==> src/rtl/hue_color_classifier.sv <==
module hue_color_classifier #(
  parameter int PIX_W = 8,
  parameter int HUE_W = 9
)(
  input  logic             clk,
  input  logic             rst_n,
  input  logic             in_valid,
  input  logic             in_sof,
  input  logic             in_eol,
  input  logic [PIX_W-1:0] in_r,
  input  logic [PIX_W-1:0] in_g,
  input  logic [PIX_W-1:0] in_b,
  input  logic [1:0]       sel,
  input  logic [HUE_W-1:0] red_lo,
  input  logic [HUE_W-1:0] red_hi,
  input  logic [HUE_W-1:0] blu_lo,
  input  logic [HUE_W-1:0] blu_hi,
  input  logic [HUE_W-1:0] yel_lo,
  input  logic [HUE_W-1:0] yel_hi,
  input  logic [PIX_W-1:0] yel_sat,
  input  logic [PIX_W-1:0] wht_sat,
  input  logic [PIX_W-1:0] wht_int,
  output logic             out_valid,
  output logic             out_sof,
  output logic             out_eol,
  output logic             out_flag
);
  localparam int NS    = PIX_W + 8;
  localparam int SUM_W = PIX_W + 2;
  localparam int PRD_W = SUM_W + PIX_W;
  localparam int SB_W  = 9;
  localparam int Q_W   = 7;
  localparam int SEG   = 64;

  logic             r_top, g_top, neg, flat, yel_ok, wht_ok;
  logic [1:0]       sec;
  logic [PIX_W-1:0] mx, mn, pa, pb, mag;
  logic [SUM_W-1:0] sum;
  logic [PRD_W-1:0] chroma;

  assign r_top  = (in_r >= in_g) && (in_r >= in_b);
  assign g_top  = !r_top && (in_g >= in_b);
  assign sec    = r_top ? 2'd0 : (g_top ? 2'd1 : 2'd2);
  assign mx     = r_top ? in_r : (g_top ? in_g : in_b);
  assign mn     = (in_r <= in_g && in_r <= in_b) ? in_r : ((in_g <= in_b) ? in_g : in_b);
  assign pa     = r_top ? in_g : (g_top ? in_b : in_r);
  assign pb     = r_top ? in_b : (g_top ? in_r : in_g);
  assign neg    = pa < pb;
  assign flat   = mx == mn;
  assign mag    = neg ? pb - pa : pa - pb;
  assign sum    = SUM_W'(in_r) + SUM_W'(in_g) + SUM_W'(in_b);
  assign chroma = PRD_W'(sum - SUM_W'(3 * mn)) << PIX_W;
  assign yel_ok = chroma > PRD_W'(yel_sat) * PRD_W'(sum);
  assign wht_ok = (chroma < PRD_W'(wht_sat) * PRD_W'(sum)) && (sum > SUM_W'(3 * wht_int));

  logic [SB_W-1:0]  s1_sb;
  logic [PIX_W-1:0] s1_mag, s1_den;

  always_ff @(posedge clk or negedge rst_n) begin
    if (!rst_n) begin
      s1_sb  <= '0;
      s1_mag <= '0;
      s1_den <= PIX_W'(1);
    end else begin
      s1_sb  <= {in_valid, in_sof, in_eol, sec, neg, flat, yel_ok, wht_ok};
      s1_mag <= flat ? '0 : mag;
      s1_den <= flat ? PIX_W'(1) : mx - mn;
    end
  end

  logic [PIX_W-1:0] st_rem [NS];
  logic [NS-1:0]    st_dvd [NS];
  logic [NS-1:0]    st_quo [NS];
  logic [PIX_W-1:0] st_den [NS];
  logic [SB_W-1:0]  st_sb  [NS];

  for (genvar k = 0; k < NS; k++) begin : g_div
    logic [PIX_W-1:0] rin, dn;
    logic [NS-1:0]    din;
    logic [SB_W-1:0]  sin;
    logic [PIX_W:0]   trial, diff;
    logic             fits;
    if (k == 0) begin : g_head
      assign rin = '0;
      assign din = {2'b00, s1_mag, 6'b000000};
      assign dn  = s1_den;
      assign sin = s1_sb;
    end else begin : g_body
      assign rin = st_rem[k-1];
      assign din = st_dvd[k-1];
      assign dn  = st_den[k-1];
      assign sin = st_sb[k-1];
    end
    assign trial = {rin, din[NS-1]};
    assign diff  = trial - {1'b0, dn};
    assign fits  = !diff[PIX_W];
    always_ff @(posedge clk or negedge rst_n) begin
      if (!rst_n) begin
        st_rem[k] <= '0;
        st_dvd[k] <= '0;
        st_den[k] <= PIX_W'(1);
        st_sb[k]  <= '0;
      end else begin
        st_rem[k] <= fits ? diff[PIX_W-1:0] : trial[PIX_W-1:0];
        st_dvd[k] <= din << 1;
        st_den[k] <= dn;
        st_sb[k]  <= sin;
      end
    end
    if (k == 0) begin : g_qhead
      always_ff @(posedge clk or negedge rst_n)
        if (!rst_n) st_quo[k] <= '0;
        else        st_quo[k] <= {{(NS-1){1'b0}}, fits};
    end else begin : g_qbody
      always_ff @(posedge clk or negedge rst_n)
        if (!rst_n) st_quo[k] <= '0;
        else        st_quo[k] <= {st_quo[k-1][NS-2:0], fits};
    end
  end

  logic [SB_W-1:0]  tl_sb;
  logic [Q_W-1:0]   q;
  logic [HUE_W-1:0] base, hue_nx, hue_r;
  logic             f_v, f_sof, f_eol, f_yok, f_wok, match;

  assign tl_sb  = st_sb[NS-1];
  assign q      = st_quo[NS-1][Q_W-1:0];
  assign base   = (tl_sb[5:4] == 2'd0) ? HUE_W'(SEG) :
                  (tl_sb[5:4] == 2'd1) ? HUE_W'(3*SEG) : HUE_W'(5*SEG);
  assign hue_nx = tl_sb[2] ? '0 : (tl_sb[3] ? base - HUE_W'(q) : base + HUE_W'(q));

  always_ff @(posedge clk or negedge rst_n) begin
    if (!rst_n) begin
      hue_r <= '0;
      {f_v, f_sof, f_eol, f_yok, f_wok} <= '0;
    end else begin
      hue_r <= hue_nx;
      {f_v, f_sof, f_eol, f_yok, f_wok} <= {tl_sb[8:6], tl_sb[1:0]};
    end
  end

  always_comb begin
    case (sel)
      2'd0:    match = (hue_r <= red_lo) || (hue_r >= red_hi);
      2'd1:    match = (hue_r >= blu_lo) && (hue_r <= blu_hi);
      2'd2:    match = (hue_r >= yel_lo) && (hue_r <= yel_hi) && f_yok;
      default: match = f_wok;
    endcase
  end

  always_ff @(posedge clk or negedge rst_n) begin
    if (!rst_n) begin
      {out_valid, out_sof, out_eol, out_flag} <= '0;
    end else begin
      {out_valid, out_sof, out_eol} <= {f_v, f_sof, f_eol};
      out_flag <= f_v && match;
    end
  end
endmodule

==> config.mk <==
export PLATFORM = sky130hd
export DESIGN_NAME = hue_color_classifier
export DESIGN_NICKNAME = d
export VERILOG_FILES = /design/src/rtl/hue_color_classifier.sv
export SDC_FILE = /design/constraint.sdc
export NUM_CORES = 1
export LEC_CHECK = 0
export BUFFER_PORTS_ARGS = -buffer_cell sky130_fd_sc_hd__buf_4
export CAP_MARGIN = 20
export CORE_MARGIN = 2
export CORE_UTILIZATION = 40
export CTS_BUF_LIST = sky130_fd_sc_hd__clkbuf_2 sky130_fd_sc_hd__clkbuf_4 sky130_fd_sc_hd__clkbuf_8
export DETAILED_ROUTE_END_ITERATION = 8
export MAX_ROUTING_LAYER = met4
export PLACE_DENSITY_LB_ADDON = 0.1
export RECOVER_POWER = 100
export SYNTH_ARGS = -nofsm -noshare
export SYNTH_HDL_FRONTEND = slang
export SYNTH_SLANG_ARGS = --single-unit
==> constraint.sdc <==
create_clock -name clk -period 3.2 [get_ports clk]
set_input_delay 0.96 -clock clk [delete_from_list [all_inputs] [get_ports clk]]
set_output_delay 0.96 -clock clk [all_outputs]
set_load 0.02 [all_outputs]
==> results of run 1 <==
state kept, by name, indices dropped and copies added, names as in the netlist:
signal and count:
g_div.sin 144, g_div.dn 128, g_div.rin 120, g_div.din 44
st_quo 21, hue_r 9, tl_sb 9, s1_mag 8
q 7, f_eol 1, f_sof 1, f_v 1
f_wok 1, f_yok 1, out_eol 1, out_flag 1
out_sof 1, out_valid 1
stage by stage:
step,setup WS (ns),hold slack [ns],setup TNS [ns]
after floorplan,-4.19,0.331,-18.06
after global placement,-4.66,0.332,-32.26
after detailed placement,-4.80,0.335,-33.38
after CTS,-3.97,0.0446,-16.55
after global routing,-4.33,0.150,-34.31
final,-4.02,0.163,-26.59
final timing paths:
check | start | to | slack [ns]
hold / removal | rst_n | g_div[9].din[15] | 0.16
setup reg to reg | g_div[8].dn[0] | g_div[9].rin[2] | -0.04
max in group asynchronous | rst_n | g_div[15].sin[3] | 0.58
min in group clk | g_div[2].sin[3] | g_div[3].sin[3] | 0.34
hold reg to reg | g_div[2].sin[3] | g_div[3].sin[3] | 0.34
setup / recovery | in_g[1] | g_div[0].sin[1] | -4.02
cell usage in the layout, fill, tap and decap left out, types with 44 or more instances in the layout:
cell type,synthesis,final
dfrtp_1,483,483
inv_1,378,352
nor2_1,123,97
xnor2_1,82,77
mux2_1,40,44
o21ai_0,81,69
nand2_1,101,93
a21oi_1,153,117
xor2_1,68,70
nand2b_1,55,54
ha_1,349,313
buf_6,1,44
nor2b_1,69,67
fa_1,130,127
a21o_1,55,55
clkbuf_8,0,97
nor3_1,54,51
buf_4,0,386
and2_1,130,122
worst register-to-register path, cell delays in order, from the launching register on:
cell and delay (ns):
dfstp_1 0.56, ha_1 0.20, fa_1 0.22, nor2b_1 0.06, o21ai_0 0.18, nand2b_1 0.12
a21o_1 0.20, a2111oi_1 0.53, nor3_2 0.11, xor2_1 0.34, buf_4 0.23, mux2_1 0.36
per-layer routing:
metal	up-vias	wire, µm
met4	0	1900
met1	9998	28700
met3	140	2470
met5	-	0
met2	348	33000
li1	9974	-
cell families after synthesis:
logic type                 count (synthesis)
DFF                                      499
buffers and inverters                    411
adders and majority gates                479
other                                      1
xor gates and xnor gates                 164
AOI/OAI and AO/OA                        407
muxes                                    120
and+or+nand+nor                          612
timing repair:
item / in CTS / in global routing
hold buffers: 0 / 0
resized for setup: 97 / 105
setup endpoints to repair: 20 / 34
setup buffers: 38 / 24
pin swaps: 51 / 49
gates cloned: 4 / 2
cell type report:
| cell class | count | area, µm² |
|---|---|---|
| Fill cell | 6531 | 35900 |
| Multi-Input combinational cell | 1787 | 16700 |
| Sequential cell | 499 | 12500 |
| Timing Repair Buffer | 471 | 3740 |
| Clock buffer | 118 | 1490 |
| Inverter | 379 | 1480 |
| Tap cell | 959 | 1200 |
| Clock inverter | 18 | 175 |
| Timing Repair inverter | 1 | 7.51 |
| Antenna cell | 3 | 7.51 |
==> results.json, run 1 <==
{
  "final_antenna_net_count": 0,
  "synth_warnings": 0,
  "finalSetupViolCount": 27,
  "cts.sinks": 499,
  "synth_area_um2": 29600,
  "fp.dieW_um": 276,
  "cp.depth": 34,
  "die_area_um2": 76300,
  "ioPinCount": 113,
  "met3_usage_pct": 2.81,
  "first_iter_violations": 761,
  "clockRootBuffer": "clkbuf_8",
  "crit_slowest_cell": "fa_1",
  "grt_antenna_before_repair": 2,
  "grt_start_max_net_pins": 140,
  "cpLargestDelayFamily": "adder cells",
  "final_layout_size_suffix_gt1_share_pct": 26.2,
  "grt_pass1_vias": 22100,
  "crit_arrival_ns": 7.72,
  "synthFlopType": "dfrtp_1",
  "cap_viol_max_count": 2,
  "start_util_pct": 40.5,
  "gp_congestion": 0.877,
  "drc": 0,
  "synth_common_cells": "dfrtp_1, inv_1, ha_1",
  "grt_use_met2_pct": 31.0,
  "dieHeight_um": 276,
  "path_common_cell": "fa_1",
  "core-area_um2": 73200,
  "path_max_fanout": 8,
  "synth.avg_cell_area_um2": 11.0,
  "area_growth_syn_to_layout_pct": 26.0,
  "synth_top_area_share_pct": 40.8,
  "worstMarginPinSlew_ns": 1.79,
  "dp.cells": 4040,
  "hold_class": "in2async",
  "violations": "max-capacitance violations, max-slew violations, negative setup slack",
  "tritoncts": "yes",
  "critPathKind": "in2reg",
  "async_reset_ff_share_pct": 100,
  "relSlewSlack_pct": -19.6,
  "use_met1_pct": 22.1,
  "top_usage_layer": "met2",
  "timing.final.crit_share_pct": 226,
  "dpl-instance-area_um2": 34500,
  "synth-xor-area-share_pct": 5.20,
  "finalClockSkew_ns": 0.0248,
  "crit_buf_inv": 10,
  "end_kind": "flip-flop",
  "instances_no_fill": 4235,
  "final_hold_viol_count": 0,
  "rows": 99,
  "rsz0062_at_grt": "true",
  "period_needed_ns": 7.22,
  "worstPathRequired_ns": 3.71,
  "cts_made_buffers": 76,
  "fmax_ghz": 0.139,
  "clk_latency_ns": 0.64,
  "cts-htree-levels": 3,
  "synth_compound_area_share_pct": 8.38,
  "layout.nets": 3803,
  "yosysSeqAreaShare_pct": 42.2,
  "worst_slack_ns": -4.02,
  "final_max_slew_viol_count": 258,
  "wl_per_cell_um": 15.6,
  "netlist_instances": 2693,
  "synth.area.mux_share_pct": 4.45,
  "portBuffers": 112,
  "synthMostInstantiatedCell": "dfrtp_1",
  "wirelength_mm": 66.1,
  "cts_buffer_depth": 3,
  "crit_path_start_kind": "input port",
  "yosys.area_share.simple_pct": 11.0,
  "via_per_inst": 4.83,
  "grt-ovfl-total": 0,
  "postLayoutCoreUtil_pct": 51.0,
  "grt_first_pass_wirelength_mm": 110,
  "grt_usage_pct": 18.2,
  "ff2ff_path_depth": 11,
  "synth_top_area_cell": "dfrtp_1",
  "drt-pass1-iter-count": 5,
  "clk_pin_slew_ns": 0.06,
  "synth_cell_type_count": 70,
  "dp_hpwl_mm": 51.2,
  "synth_top_family_by_area": "adder cells",
  "outcome": "finished with violations",
  "synth_edf_count": 0,
  "synth.area.top_cells": "dfrtp_1, ha_1, fa_1, inv_1, and2_1",
  "synth_fa_ha_area_share_pct": 23.5,
  "ys_seq_elements": 499,
  "vias": 20500,
  "cpPeakStageDelay_ns": 0.55,
  "design_area_um2": 37400
}
Power of run 1 is not shown: default switching activity piles up to over one toggle a cycle in this logic, so the estimate is an artifact.
==> run 2, diff against run 1 <==
==> constraint.sdc (replaced) <==
create_clock -name clk -period 9.2 [get_ports clk]
set_input_delay 2.76 -clock clk [delete_from_list [all_inputs] [get_ports clk]]
set_output_delay 2.76 -clock clk [all_outputs]
set_load 0.02 [all_outputs]
==> results.json, run 2 (synthesized netlist as in run 1, its figures left out) <==
{
  "grt_usage_pct": 17.1,
  "layout.nets": 3556,
  "violations": "max-capacitance violations, max-slew violations",
  "fin_setup_tns_ns": 0,
  "via_per_inst": 4.82,
  "fillCellCount": 6831,
  "layout_common_cells": "dfrtp_1, inv_1, ha_1",
  "final_hold_viol_count": 0,
  "crit_path_start_kind": "input port",
  "critPathKind": "in2reg",
  "start_util_pct": 40.5,
  "drc": 0,
  "cpPeakStageDelay_ns": 0.56,
  "period_needed_ns": 9.05,
  "multiInputGateArea_um2": 15700,
  "final_max_slew_viol_count": 530,
  "grt_start_max_net_pins": 183,
  "cts-htree-levels": 3,
  "dp_slack_ns": -0.616,
  "min_path_cells": 0,
  "vias": 19300,
  "first_iter_violations": 788,
  "finalClockSkew_ns": 0.0362,
  "final_layout_size_suffix_gt1_share_pct": 15.2,
  "fp.dieW_um": 276,
  "cts_made_buffers": 80,
  "cap_viol_max_count": 5,
  "finalSetupViolCount": 0,
  "end_kind": "flip-flop",
  "relSlewSlack_pct": -126,
  "cts.sinks": 499,
  "r2r_end": "g_div[4].rin[3]",
  "path_max_fanout": 7,
  "dp_hpwl_mm": 47.6,
  "postLayoutCoreUtil_pct": 46.8,
  "r2r-start": "g_div[3].dn[0]",
  "cts_hold_buf": 0,
  "final_antenna_net_count": 0,
  "whs_endpoint": "g_div[15].sin[6]",
  "worst_slack_ns": 0.149,
  "ff2ff_path_depth": 10,
  "grt_pass1_vias": 20700,
  "clk_latency_ns": 0.66,
  "tritoncts": "yes",
  "clk_pin_slew_ns": 0.06,
  "worstPathRequired_ns": 9.70,
  "grt_first_pass_wirelength_mm": 104,
  "die_area_um2": 76300,
  "ioPinCount": 113,
  "path_common_cell": "fa_1",
  "core-area_um2": 73200,
  "rsz0062_at_grt": "true",
  "timing.final.crit_share_pct": 98.4,
  "outcome": "finished with violations",
  "grt_antenna_before_repair": 2,
  "portBuffers": 112,
  "area.sequential_um2": 12500,
  "area_growth_syn_to_layout_pct": 15.6,
  "crit_slowest_cell": "fa_1",
  "cts_buffer_depth": 3,
  "dieHeight_um": 276,
  "drt-pass1-iter-count": 5,
  "wirelength_mm": 61.4,
  "largest_reg_flops": 144,
  "wl_per_cell_um": 15.4,
  "rrSetupSlack_ns": 5.75,
  "clockRootBuffer": "clkbuf_8",
  "hold_start": "g_div[14].sin[6]",
  "hold_class": "reg2reg",
  "rows": 99,
  "gp_congestion": 0.848,
  "grt-ovfl-total": 0,
  "fmax_ghz": 0.110,
  "crit_arrival_ns": 9.55,
  "mostFrequentLayoutCell": "dfrtp_1",
  "worstMarginPinSlew_ns": 3.39
}
## run 2: changes by cell type in the layout (fill, tap and decap cells not counted), sizes merged, moves of 2 or more
cell	delta
buf	-236
clkbuf	-5
clkinv	+3
bufinv	+2
## run 2: critical path, delay by kind of cell
family / cells / cell delay, ns
adders and majority gates: 9 / 3.70
AOI/OAI and AO/OA: 10 / 1.49
and+or+nand+nor: 5 / 0.63
xor gates and xnor gates: 2 / 0.36
buffers and inverters: 7 / 0.60
## run 2: worst max-delay path by stage
| stage | start | end | depth (start not counted) |
|---|---|---|---|
| 2_1_floorplan | in_r[1] | g_div[0].sin[1] | 28 |
| 3_3_place_gp | in_r[1] | g_div[0].sin[0] | 31 |
| 3_5_place_dp | in_r[1] | g_div[0].sin[0] | 31 |
| 4_1_cts | in_r[1] | g_div[0].sin[0] | 31 |
| 5_1_grt | in_b[1] | g_div[0].sin[0] | 35 |
| 6_report | in_b[1] | g_div[0].sin[0] | 33 |
## run 2: final cells by class
| type | count | area share, % |
|---|---|---|
| Antenna cell | 3 | 0.0219 |
| Clock buffer | 123 | 4.41 |
| Clock inverter | 25 | 0.741 |
| Inverter | 379 | 4.16 |
| Multi-Input combinational cell | 1785 | 45.8 |
| Sequential cell | 499 | 36.5 |
| Tap cell | 959 | 3.50 |
| Timing Repair Buffer | 223 | 4.88 |
## run 2: per-stage QoR
stage	instances	cell area [µm²]	hold slack [ns]
final	3996	34300	0.336
after global routing	3995	34300	0.347
after CTS	3989	34300	0.337
after detailed placement	3841	32500	0.335
after global placement	3841	32500	0.331
after floorplan	2695	29700	0.331
## run 2: repair_timing
| item | CTS | global route |
|---|---|---|
| endpoints found under the setup margin | 0 | 2 |
| resized for setup | 0 | 37 |
| buffers inserted | 0 | 4 |
## run 2: per-layer routing
| metal | vias to the layer above | track usage (%) | wire length (µm) |
|---|---|---|---|
| met5 | - | - | 0 |
| met4 | 0 | 5.42 | 1300 |
| met3 | 83 | 3.22 | 2280 |
| met2 | 287 | 28.0 | 29500 |
| met1 | 9416 | 21.5 | 28400 |
| li1 | 9468 | - | - |
Power of run 2 is left out for the same reason.
==> run 3, diff against run 2 <==
--- a/config.mk
+++ b/config.mk
@@ -8,7 +8,7 @@
 export BUFFER_PORTS_ARGS = -buffer_cell sky130_fd_sc_hd__buf_4
 export CAP_MARGIN = 20
 export CORE_MARGIN = 2
-export CORE_UTILIZATION = 40
+export CORE_UTILIZATION = 30
 export CTS_BUF_LIST = sky130_fd_sc_hd__clkbuf_2 sky130_fd_sc_hd__clkbuf_4 sky130_fd_sc_hd__clkbuf_8
 export DETAILED_ROUTE_END_ITERATION = 8
 export MAX_ROUTING_LAYER = met4
==> results.json, run 3 (synthesized netlist as in run 1, its figures left out) <==
{
  "mostFrequentLayoutCell": "dfrtp_1",
  "cts-htree-levels": 3,
  "grt_start_max_net_pins": 157,
  "drc": 0,
  "rsz0062_at_grt": "true",
  "fillCellCount": 9809,
  "final_layout_size_suffix_gt1_share_pct": 16.1,
  "r2r-start": "g_div[3].dn[0]",
  "worstMarginPinSlew_ns": 3.90,
  "drt-pass1-iter-count": 5,
  "cp-startpoint": "in_r[1]",
  "final_antenna_net_count": 0,
  "cts_hold_buf": 0,
  "hold_class": "reg2reg",
  "largest_reg_flops": 144,
  "clockRootBuffer": "clkbuf_8",
  "cts_made_buffers": 84,
  "period_needed_ns": 8.99,
  "finalClockSkew_ns": 0.0283,
  "grt_usage_pct": 13.9,
  "final_hold_viol_count": 0,
  "cpLargestDelayFamily": "adder cells",
  "layout.nets": 3591,
  "layout_common_cells": "dfrtp_1, inv_1, ha_1",
  "cp.depth": 33,
  "path_max_fanout": 7,
  "crit_slowest_cell": "fa_1",
  "crit_buf_inv": 7,
  "grt-ovfl-total": 0,
  "critPathKind": "in2reg",
  "outcome": "finished with violations",
  "dp_slack_ns": -0.628,
  "first_iter_violations": 756,
  "violations": "max-capacitance violations, max-slew violations",
  "final_max_slew_viol_count": 372,
  "crit_end": "g_div[0].sin[0]",
  "ff2ff_path_depth": 10,
  "cts.sinks": 499,
  "start_util_pct": 30.2,
  "die_area_um2": 101000,
  "wirelength_mm": 66.0,
  "end_kind": "flip-flop",
  "r2r_end": "g_div[4].rin[4]",
  "tritoncts": "yes",
  "grt_pass1_vias": 21600,
  "rows": 115,
  "rrSetupSlack_ns": 5.58,
  "portBuffers": 112,
  "worstPathRequired_ns": 9.73,
  "grt_first_pass_wirelength_mm": 111,
  "dieHeight_um": 318,
  "path_common_cell": "fa_1",
  "core-area_um2": 98100,
  "crit_arrival_ns": 9.52,
  "cpPeakStageDelay_ns": 0.56,
  "clk_latency_ns": 0.67,
  "cap_viol_max_count": 3,
  "finalSetupViolCount": 0,
  "gp_congestion": 0.805,
  "clk_pin_slew_ns": 0.06,
  "worst_slack_ns": 0.205,
  "fp.dieW_um": 318,
  "ioPinCount": 113,
  "timing.final.crit_share_pct": 97.8,
  "via_per_inst": 4.48,
  "cts_buffer_depth": 3,
  "dp_hpwl_mm": 51.5,
  "relSlewSlack_pct": -160,
  "wl_per_cell_um": 15.1,
  "area_growth_syn_to_layout_pct": 18.3,
  "vias": 19500,
  "fmax_ghz": 0.111,
  "grt_antenna_before_repair": 2,
  "crit_path_start_kind": "input port"
}
-- run 3: worst reg2reg max path, stage by stage, from the launching register on --
cell and delay, ns:
dfstp_1 0.54, ha_1 0.19, fa_1 0.24, nor2b_1 0.06, o21ai_0 0.17, nand2b_1 0.14, a21o_1 0.23, a2111oi_0 0.54
nor3_2 0.12, xor2_1 0.84, mux2_2 0.43
-- run 3: repair_timing --
item	CTS	global route
buffers inserted	0	11
resized for setup	0	29
endpoints found under the setup margin	0	2
-- run 3: per-stage QoR --
step	area [µm²]	setup TNS, ns	hold slack [ns]	cells	utilization [%]
after floorplan	29700	-0.0295	0.331	2695	-
after global placement	33100	-0.991	0.332	4193	33.7
after detailed placement	33100	-1.22	0.335	4193	33.7
after CTS	35000	0	0.324	4350	35.7
after global routing	35100	-0.124	0.336	4362	35.7
final	35100	0	0.333	4363	35.7
-- run 3: cell type report --
type / instances / area, µm² / share of cell area, %
clock buffer: 135 / 1700 / 4.85
multi-input combinational: 1785 / 15700 / 44.7
inverter: 379 / 1420 / 4.06
clock inverter: 22 / 218 / 0.621
sequential: 499 / 12500 / 35.7
tap: 1287 / 1610 / 4.59
antenna: 2 / 5.00 / 0.0143
timing repair buffer: 254 / 1920 / 5.48
-- run 3: worst min path at each step --
stage | start | endpoint | slack, ns | depth (start not counted)
finish | g_div[10].sin[6] | g_div[11].sin[6] | 0.33 | 0
global route | g_div[11].sin[0] | g_div[12].sin[0] | 0.34 | 0
CTS | g_div[11].sin[7] | g_div[12].sin[7] | 0.32 | 0
detailed placement | tl_sb[6] | f_eol | 0.33 | 0
global placement | s1_mag[7] | g_div[1].din[14] | 0.33 | 0
floorplan | tl_sb[6] | f_eol | 0.33 | 0
-- run 3: layer usage --
metal  part of all wire (%)  up-vias  global-route usage, %
met1                     44     9581                   16.4
met4                    3.0        0                   5.08
met2                     50      297                   24.0
met3                    2.9      118                   1.82
met5                      0        -                      -
li1                       -     9542                      -
Power of run 3 is left out for the same reason.
